--- config.mk ---
export PLATFORM = sky130hd
export DESIGN_NAME = int_divider
export DESIGN_NICKNAME = d
export VERILOG_FILES = /design/src/rtl/div_pkg.sv /design/src/rtl/div_operand_prep.sv /design/src/rtl/div_stage_chain.sv /design/src/rtl/div_result_fix.sv /design/src/rtl/int_divider.sv
export SDC_FILE = /design/constraint.sdc
export NUM_CORES = 1
export LEC_CHECK = 0
export BUFFER_PORTS_ARGS = -buffer_cell sky130_fd_sc_hd__buf_2
export CORE_ASPECT_RATIO = 1.4
export CORE_MARGIN = 2
export CORE_UTILIZATION = 60
export CTS_CLUSTER_DIAMETER = 40
export DETAILED_ROUTE_END_ITERATION = 8
export GPL_TIMING_DRIVEN = 0
export PLACE_DENSITY = 0.79
export SLEW_MARGIN = 20
export SYNTH_ARGS = -nofsm -noshare
export SYNTH_HDL_FRONTEND = slang
export SYNTH_SLANG_ARGS = --single-unit
--- constraint.sdc ---
create_clock -name clk -period 22.9 [get_ports clk]
set_input_delay 3.435 -clock clk [delete_from_list [all_inputs] [get_ports clk]]
set_output_delay 3.435 -clock clk [all_outputs]
set_load 0.01 [all_outputs]
--- src/rtl/div_pkg.sv ---
package div_pkg;

   typedef enum logic {
      REM_TRUNC  = 1'b0,
      REM_NONNEG = 1'b1
   } rem_mode_e;

   // True when a register sits after division step 'step' of 'steps',
   // spreading 'lat' registers as evenly as integer division allows.
   function automatic bit stage_registered(input int step, input int lat, input int steps);
      return (((step + 1) * lat) / steps) != ((step * lat) / steps);
   endfunction

endpackage

--- src/rtl/div_operand_prep.sv ---
module div_operand_prep #(
   parameter int NUM_W      = 8,
   parameter int DEN_W      = 6,
   parameter bit NUM_SIGNED = 1'b1,
   parameter bit DEN_SIGNED = 1'b1
) (
   input  logic [NUM_W-1:0] numer,
   input  logic [DEN_W-1:0] denom,
   output logic [NUM_W-1:0] n_mag,
   output logic [DEN_W-1:0] d_mag,
   output logic             n_neg,
   output logic             d_neg,
   output logic             d_zero
);

   generate
      if (NUM_SIGNED) begin : g_num_signed
         assign n_neg = numer[NUM_W-1];
      end else begin : g_num_unsigned
         assign n_neg = 1'b0;
      end
      if (DEN_SIGNED) begin : g_den_signed
         assign d_neg = denom[DEN_W-1];
      end else begin : g_den_unsigned
         assign d_neg = 1'b0;
      end
   endgenerate

   // Magnitude of the most negative value fits in the unsigned width.
   assign n_mag  = n_neg ? (~numer + 1'b1) : numer;
   assign d_mag  = d_neg ? (~denom + 1'b1) : denom;
   assign d_zero = (denom == '0);

endmodule

--- src/rtl/div_stage_chain.sv ---
module div_stage_chain import div_pkg::*; #(
   parameter int NUM_W   = 8,
   parameter int DEN_W   = 6,
   parameter int LATENCY = 2
) (
   input  logic             clk,
   input  logic             aclr,
   input  logic             clk_en,
   input  logic [NUM_W-1:0] in_n_mag,
   input  logic [DEN_W-1:0] in_d_mag,
   input  logic             in_n_neg,
   input  logic             in_d_neg,
   input  logic             in_d_zero,
   output logic [NUM_W-1:0] out_q,
   output logic [DEN_W-1:0] out_r,
   output logic [DEN_W-1:0] out_d_mag,
   output logic             out_n_neg,
   output logic             out_d_neg,
   output logic             out_d_zero
);

   typedef struct packed {
      logic [DEN_W-1:0] rem;
      logic [NUM_W-1:0] quo;
      logic [NUM_W-1:0] num;
      logic [DEN_W-1:0] dmag;
      logic             nneg;
      logic             dneg;
      logic             dzero;
   } stage_t;

   // One restoring step: bring in the next dividend bit, subtract if it fits.
   function automatic stage_t advance(input stage_t s);
      stage_t       o;
      logic [DEN_W:0] trial;
      o     = s;
      trial = {s.rem, s.num[NUM_W-1]};
      o.num = {s.num[NUM_W-2:0], 1'b0};
      if (trial >= {1'b0, s.dmag}) begin
         o.rem = trial[DEN_W-1:0] - s.dmag;
         o.quo = {s.quo[NUM_W-2:0], 1'b1};
      end else begin
         o.rem = trial[DEN_W-1:0];
         o.quo = {s.quo[NUM_W-2:0], 1'b0};
      end
      return o;
   endfunction

   stage_t st [0:NUM_W];

   assign st[0] = '{rem: '0, quo: '0, num: in_n_mag, dmag: in_d_mag,
                    nneg: in_n_neg, dneg: in_d_neg, dzero: in_d_zero};

   generate
      for (genvar i = 0; i < NUM_W; i++) begin : g_step
         stage_t nxt;
         always_comb nxt = advance(st[i]);
         if (stage_registered(i, LATENCY, NUM_W)) begin : g_reg
            stage_t held;
            always_ff @(posedge clk or posedge aclr) begin
               if (aclr)        held <= '0;
               else if (clk_en) held <= nxt;
            end
            assign st[i+1] = held;
         end else begin : g_wire
            assign st[i+1] = nxt;
         end
      end
   endgenerate

   assign out_q      = st[NUM_W].quo;
   assign out_r      = st[NUM_W].rem;
   assign out_d_mag  = st[NUM_W].dmag;
   assign out_n_neg  = st[NUM_W].nneg;
   assign out_d_neg  = st[NUM_W].dneg;
   assign out_d_zero = st[NUM_W].dzero;

endmodule

--- src/rtl/div_result_fix.sv ---
module div_result_fix import div_pkg::*; #(
   parameter int        NUM_W    = 8,
   parameter int        DEN_W    = 6,
   parameter rem_mode_e REM_MODE = REM_NONNEG
) (
   input  logic [NUM_W-1:0] q_mag,
   input  logic [DEN_W-1:0] r_mag,
   input  logic [DEN_W-1:0] d_mag,
   input  logic             n_neg,
   input  logic             d_neg,
   input  logic             d_zero,
   output logic [NUM_W-1:0] quotient,
   output logic [DEN_W-1:0] remain
);

   logic [NUM_W-1:0] q_adj;
   logic [DEN_W-1:0] r_adj;
   logic             r_neg;

   generate
      if (REM_MODE == REM_NONNEG) begin : g_nonneg
         // Negative dividend with a leftover: step the magnitude quotient
         // one further from zero and fold the remainder into the divisor.
         logic round_away;
         assign round_away = n_neg && (r_mag != '0);
         assign q_adj      = round_away ? q_mag + 1'b1 : q_mag;
         assign r_adj      = round_away ? d_mag - r_mag : r_mag;
         assign r_neg      = 1'b0;
      end else begin : g_trunc
         assign q_adj = q_mag;
         assign r_adj = r_mag;
         assign r_neg = n_neg;
      end
   endgenerate

   always_comb begin
      if (d_zero) begin
         quotient = '1;
         remain   = n_neg ? (~r_mag + 1'b1) : r_mag;
      end else begin
         quotient = (n_neg ^ d_neg) ? (~q_adj + 1'b1) : q_adj;
         remain   = r_neg ? (~r_adj + 1'b1) : r_adj;
      end
   end

endmodule

--- src/rtl/int_divider.sv ---
module int_divider import div_pkg::*; #(
   parameter int        NUM_W      = 8,
   parameter int        DEN_W      = 6,
   parameter bit        NUM_SIGNED = 1'b1,
   parameter bit        DEN_SIGNED = 1'b1,
   parameter rem_mode_e REM_MODE   = REM_NONNEG,
   parameter int        LATENCY    = 2
) (
   input  logic             clk,
   input  logic             aclr,
   input  logic             clk_en,
   input  logic [NUM_W-1:0] numer,
   input  logic [DEN_W-1:0] denom,
   output logic [NUM_W-1:0] quotient,
   output logic [DEN_W-1:0] remain
);

   generate
      if (NUM_W < 2 || DEN_W < 2) begin : g_bad_width
         $error("int_divider: operand widths must be at least 2");
      end
      if (LATENCY < 0 || LATENCY > NUM_W) begin : g_bad_latency
         $error("int_divider: LATENCY must lie in 0..NUM_W");
      end
   endgenerate

   logic [NUM_W-1:0] pre_n_mag;
   logic [DEN_W-1:0] pre_d_mag;
   logic             pre_n_neg, pre_d_neg, pre_d_zero;

   logic [NUM_W-1:0] fin_q;
   logic [DEN_W-1:0] fin_r;
   logic [DEN_W-1:0] fin_d_mag;
   logic             fin_n_neg, fin_d_neg, fin_d_zero;

   div_operand_prep #(
      .NUM_W(NUM_W), .DEN_W(DEN_W),
      .NUM_SIGNED(NUM_SIGNED), .DEN_SIGNED(DEN_SIGNED)
   ) u_prep (
      .numer(numer), .denom(denom),
      .n_mag(pre_n_mag), .d_mag(pre_d_mag),
      .n_neg(pre_n_neg), .d_neg(pre_d_neg), .d_zero(pre_d_zero)
   );

   div_stage_chain #(
      .NUM_W(NUM_W), .DEN_W(DEN_W), .LATENCY(LATENCY)
   ) u_chain (
      .clk(clk), .aclr(aclr), .clk_en(clk_en),
      .in_n_mag(pre_n_mag), .in_d_mag(pre_d_mag),
      .in_n_neg(pre_n_neg), .in_d_neg(pre_d_neg), .in_d_zero(pre_d_zero),
      .out_q(fin_q), .out_r(fin_r), .out_d_mag(fin_d_mag),
      .out_n_neg(fin_n_neg), .out_d_neg(fin_d_neg), .out_d_zero(fin_d_zero)
   );

   div_result_fix #(
      .NUM_W(NUM_W), .DEN_W(DEN_W), .REM_MODE(REM_MODE)
   ) u_fix (
      .q_mag(fin_q), .r_mag(fin_r), .d_mag(fin_d_mag),
      .n_neg(fin_n_neg), .d_neg(fin_d_neg), .d_zero(fin_d_zero),
      .quotient(quotient), .remain(remain)
   );

endmodule

==> reports/results.tsv <==
stage	metric	value	unit
yosys	Yosys top cell area share	23.6	%
clock_network	number of CTS-inserted buffers	5	
yosys	Syn Inst Count	561	
sta	Max Freq	84.4	MHz
critical_path	worst path arrival time	12.04	ns
clock_network	hold buffers post-CTS	0	
clock_network	CTS tree	yes	
critical_path	crit path max fanout	10	
placement	DP HPWL	9.69	mm
clock_network	CTS Buffer Depth	2	
global_routing	first-pass GRT wire length	20.6	mm
yosys	Post-Syn Nets	640	
clock_network	Post-CTS Resized	0	
yosys	post-synth top area cell	dfrtp_1	
placement	Placement Cell Area	0.00516	sq mm
layout	sequential cell area	0.00115	sq mm
yosys	synth top area cells	dfrtp_1, ha_1, mux2_2	
layout	antenna fix cells	0	
route	Pre-antenna DRT Iters	5	
sta	fin crit period	11.85	ns
floorplanning	# IOs	31	
run_status	outcome	finished clean	
clock_network	clock sink count	46	
yosys	post-synthesis cell type count	68	
clock_network	Clock Latency Late Sink	0.30	ns
yosys	Post-synth top cells	nor2_1, ha_1, dfrtp_1	
critical_path	CP Buf/Inv Count	4	
floorplanning	Core ar.	0.00780	sq mm
global_routing	pin count of the biggest net entering global routing	38	
yosys	asr flop ratio synth	100	%
route	mean number of vias per cell	6.18	
critical_path	endpoint class of the critical path	register	
yosys	number of synthesized flops with an enable pin	0	
critical_path	delay of the slowest cell on the worst path	0.64	ns
critical_path	Slowest-stage cell, CP	mux2i_2	
yosys	FF+latch count, synth	46	
placement	port bufs	29	
route	# DRC	0	
floorplanning	Cell Rows	38	
floorplanning	Die X	80.1	um
clock_network	Root Buffer	clkbuf_8	
critical_path	WS Path Type	input port to register	
sta	Final Hold Fails	0	
critical_path	crit-path leading delay family	compound AO/OA/AOI/OAI gates	
route	DR iter-0 viols	303	
sta	Slew @ Worst Pin	0.793	ns
sta	Finish-stage setup viols	0	
sta	Max-Slew Margin vs Limit	46.1	%
yosys	most frequent cell after synthesis	nor2_1	
critical_path	CP required	23.09	ns
clock_network	clock slew at reported path FFs	0.08	ns
floorplanning	Initial Util	62.4	%
clock_network	H-tree levels	2	
yosys	Synth Cell Area	0.00487	sq mm
yosys	Seq/Total Area, Yosys	23.6	%
route	antenna-violating nets left	0	
route	WL per Instance	17.4	um
yosys	Synth Warn #	0	
sta	fin. max-slew vios	0	
global_routing	GRT Util Overall	28.6	%
yosys	Main synth FF type	dfrtp_1	
layout	fill count	677	
sta	fin crit share	51.7	%
layout	Multi-input gate area	0.00350	sq mm
yosys	mean area per synthesized cell	8.68	sq um
critical_path	CP Launch Type	input port	
floorplanning	die height	111	um
floorplanning	Die Area	0.00886	sq mm
layout	area grow syn2layout	7.81	%
sta	Sum Neg Setup Slack	0	ns
route	final WL	12.2	mm
layout	post-layout net count	677	
global_routing	Overflow after GRT	0	
job	max cap viols	0	
placement	GP Congestion	0.951	
sta	skew final	0.00835	ns
critical_path	most frequent CP cell	ha_1	
global_routing	initial antenna violation count	0	
layout	Design Area, Final	0.00525	sq mm
min_path	Hold WC Path Type	register to register	
sta	RSZ-0062 raised after global routing	no	
global_routing	vias in the first global route	4409	
layout	share of cells above drive strength 1	12.0	%
route	via count	4322	
clock_network	post-CTS setup buffer count	0	
[state kept, by name (all words and copies together), names as in the netlist]
signal / count
u_chain.g_step.g_reg.held: 23
u_chain.out_d_mag: 6
u_chain.out_d_zero: 1
u_chain.out_q: 8
u_chain.out_d_neg: 1
u_chain.out_r: 6
u_chain.out_n_neg: 1
[cell usage in the layout, fill, tap and decap left out, drive strengths merged, types with 11 or more instances in the layout]
master / n
a21oi: 41
buf: 33
clkbuf: 17
dfrtp: 46
ha: 54
inv: 40
mux2: 22
mux2i: 12
nand2: 37
nor2: 56
nor2b: 11
o21a: 13
o21ai: 24
xnor2: 19
xor2: 25
[metrics by stage]
step	hold WS (ns)	instances	util, %	setup WS [ns]
after global routing	0.535	699	67.3	10.52
after global placement	0.464	690	65.9	10.58
after floorplan	0.447	561	-	12.09
final	0.511	699	67.3	11.05
after detailed placement	0.491	691	66.2	10.83
after CTS	0.511	699	67.3	11.09
[metal layers]
metal / GRT usage [%] / up-vias / part of all wire [%]
li1: - / 2111 / -
met1: 33.8 / 2081 / 40
met2: 52.3 / 103 / 53
met3: 3.68 / 27 / 4.4
met4: 9.27 / 0 / 2.6
met5: 0 / - / 0
[worst paths after layout]
check | startpoint | slack (ns) | endpoint | cells after the start
max reg2reg | u_chain.g_step[3].g_reg.held[4] | 13.97 | u_chain.out_r[3] | 31
min reg2reg | u_chain.g_step[3].g_reg.held[20] | 0.51 | u_chain.g_step[3].g_reg.held[20] | 2
min | u_chain.g_step[3].g_reg.held[20] | 0.51 | u_chain.g_step[3].g_reg.held[20] | 2
max | denom[0] | 11.05 | u_chain.g_step[3].g_reg.held[25] | 33
min in group asynchronous | aclr | 3.05 | u_chain.out_d_zero | 2
max in group asynchronous | aclr | 19.38 | u_chain.g_step[3].g_reg.held[13] | 3
[worst min-delay path, delay by kind of cell, from the launching register on]
family | cells | cell delay, ns
DFF | 1 | 0.36
AOI/OAI and AO/OA | 1 | 0.06
and+or+nand+nor | 1 | 0.05
[logic make-up (layout without fill, tap and decap cells)]
family	after synthesis	count (layout)	share of synthesized area, %
xor+xnor	44	44	8.22
flops	46	46	23.6
compound gates	152	152	22.0
simple gates	167	167	16.8
fa+ha+maj	62	62	17.2
mux	34	34	7.56
buf+inv	56	94	4.63
[area by class of cell]
cell class                      instances  share of cell area, %
Buffer                                 14                   1.29
Timing Repair Buffer                   30                   3.15
Sequential cell                        46                   21.9
Clock inverter                          2                  0.262
Tap cell                              100                   2.38
Clock buffer                            6                   1.38
Multi-Input combinational cell        459                   66.6
Inverter                               42                   3.00
Power is left out: the tool's default activity adds up to more than one toggle a clock period on the data nets, which glitch-free logic cannot reach.
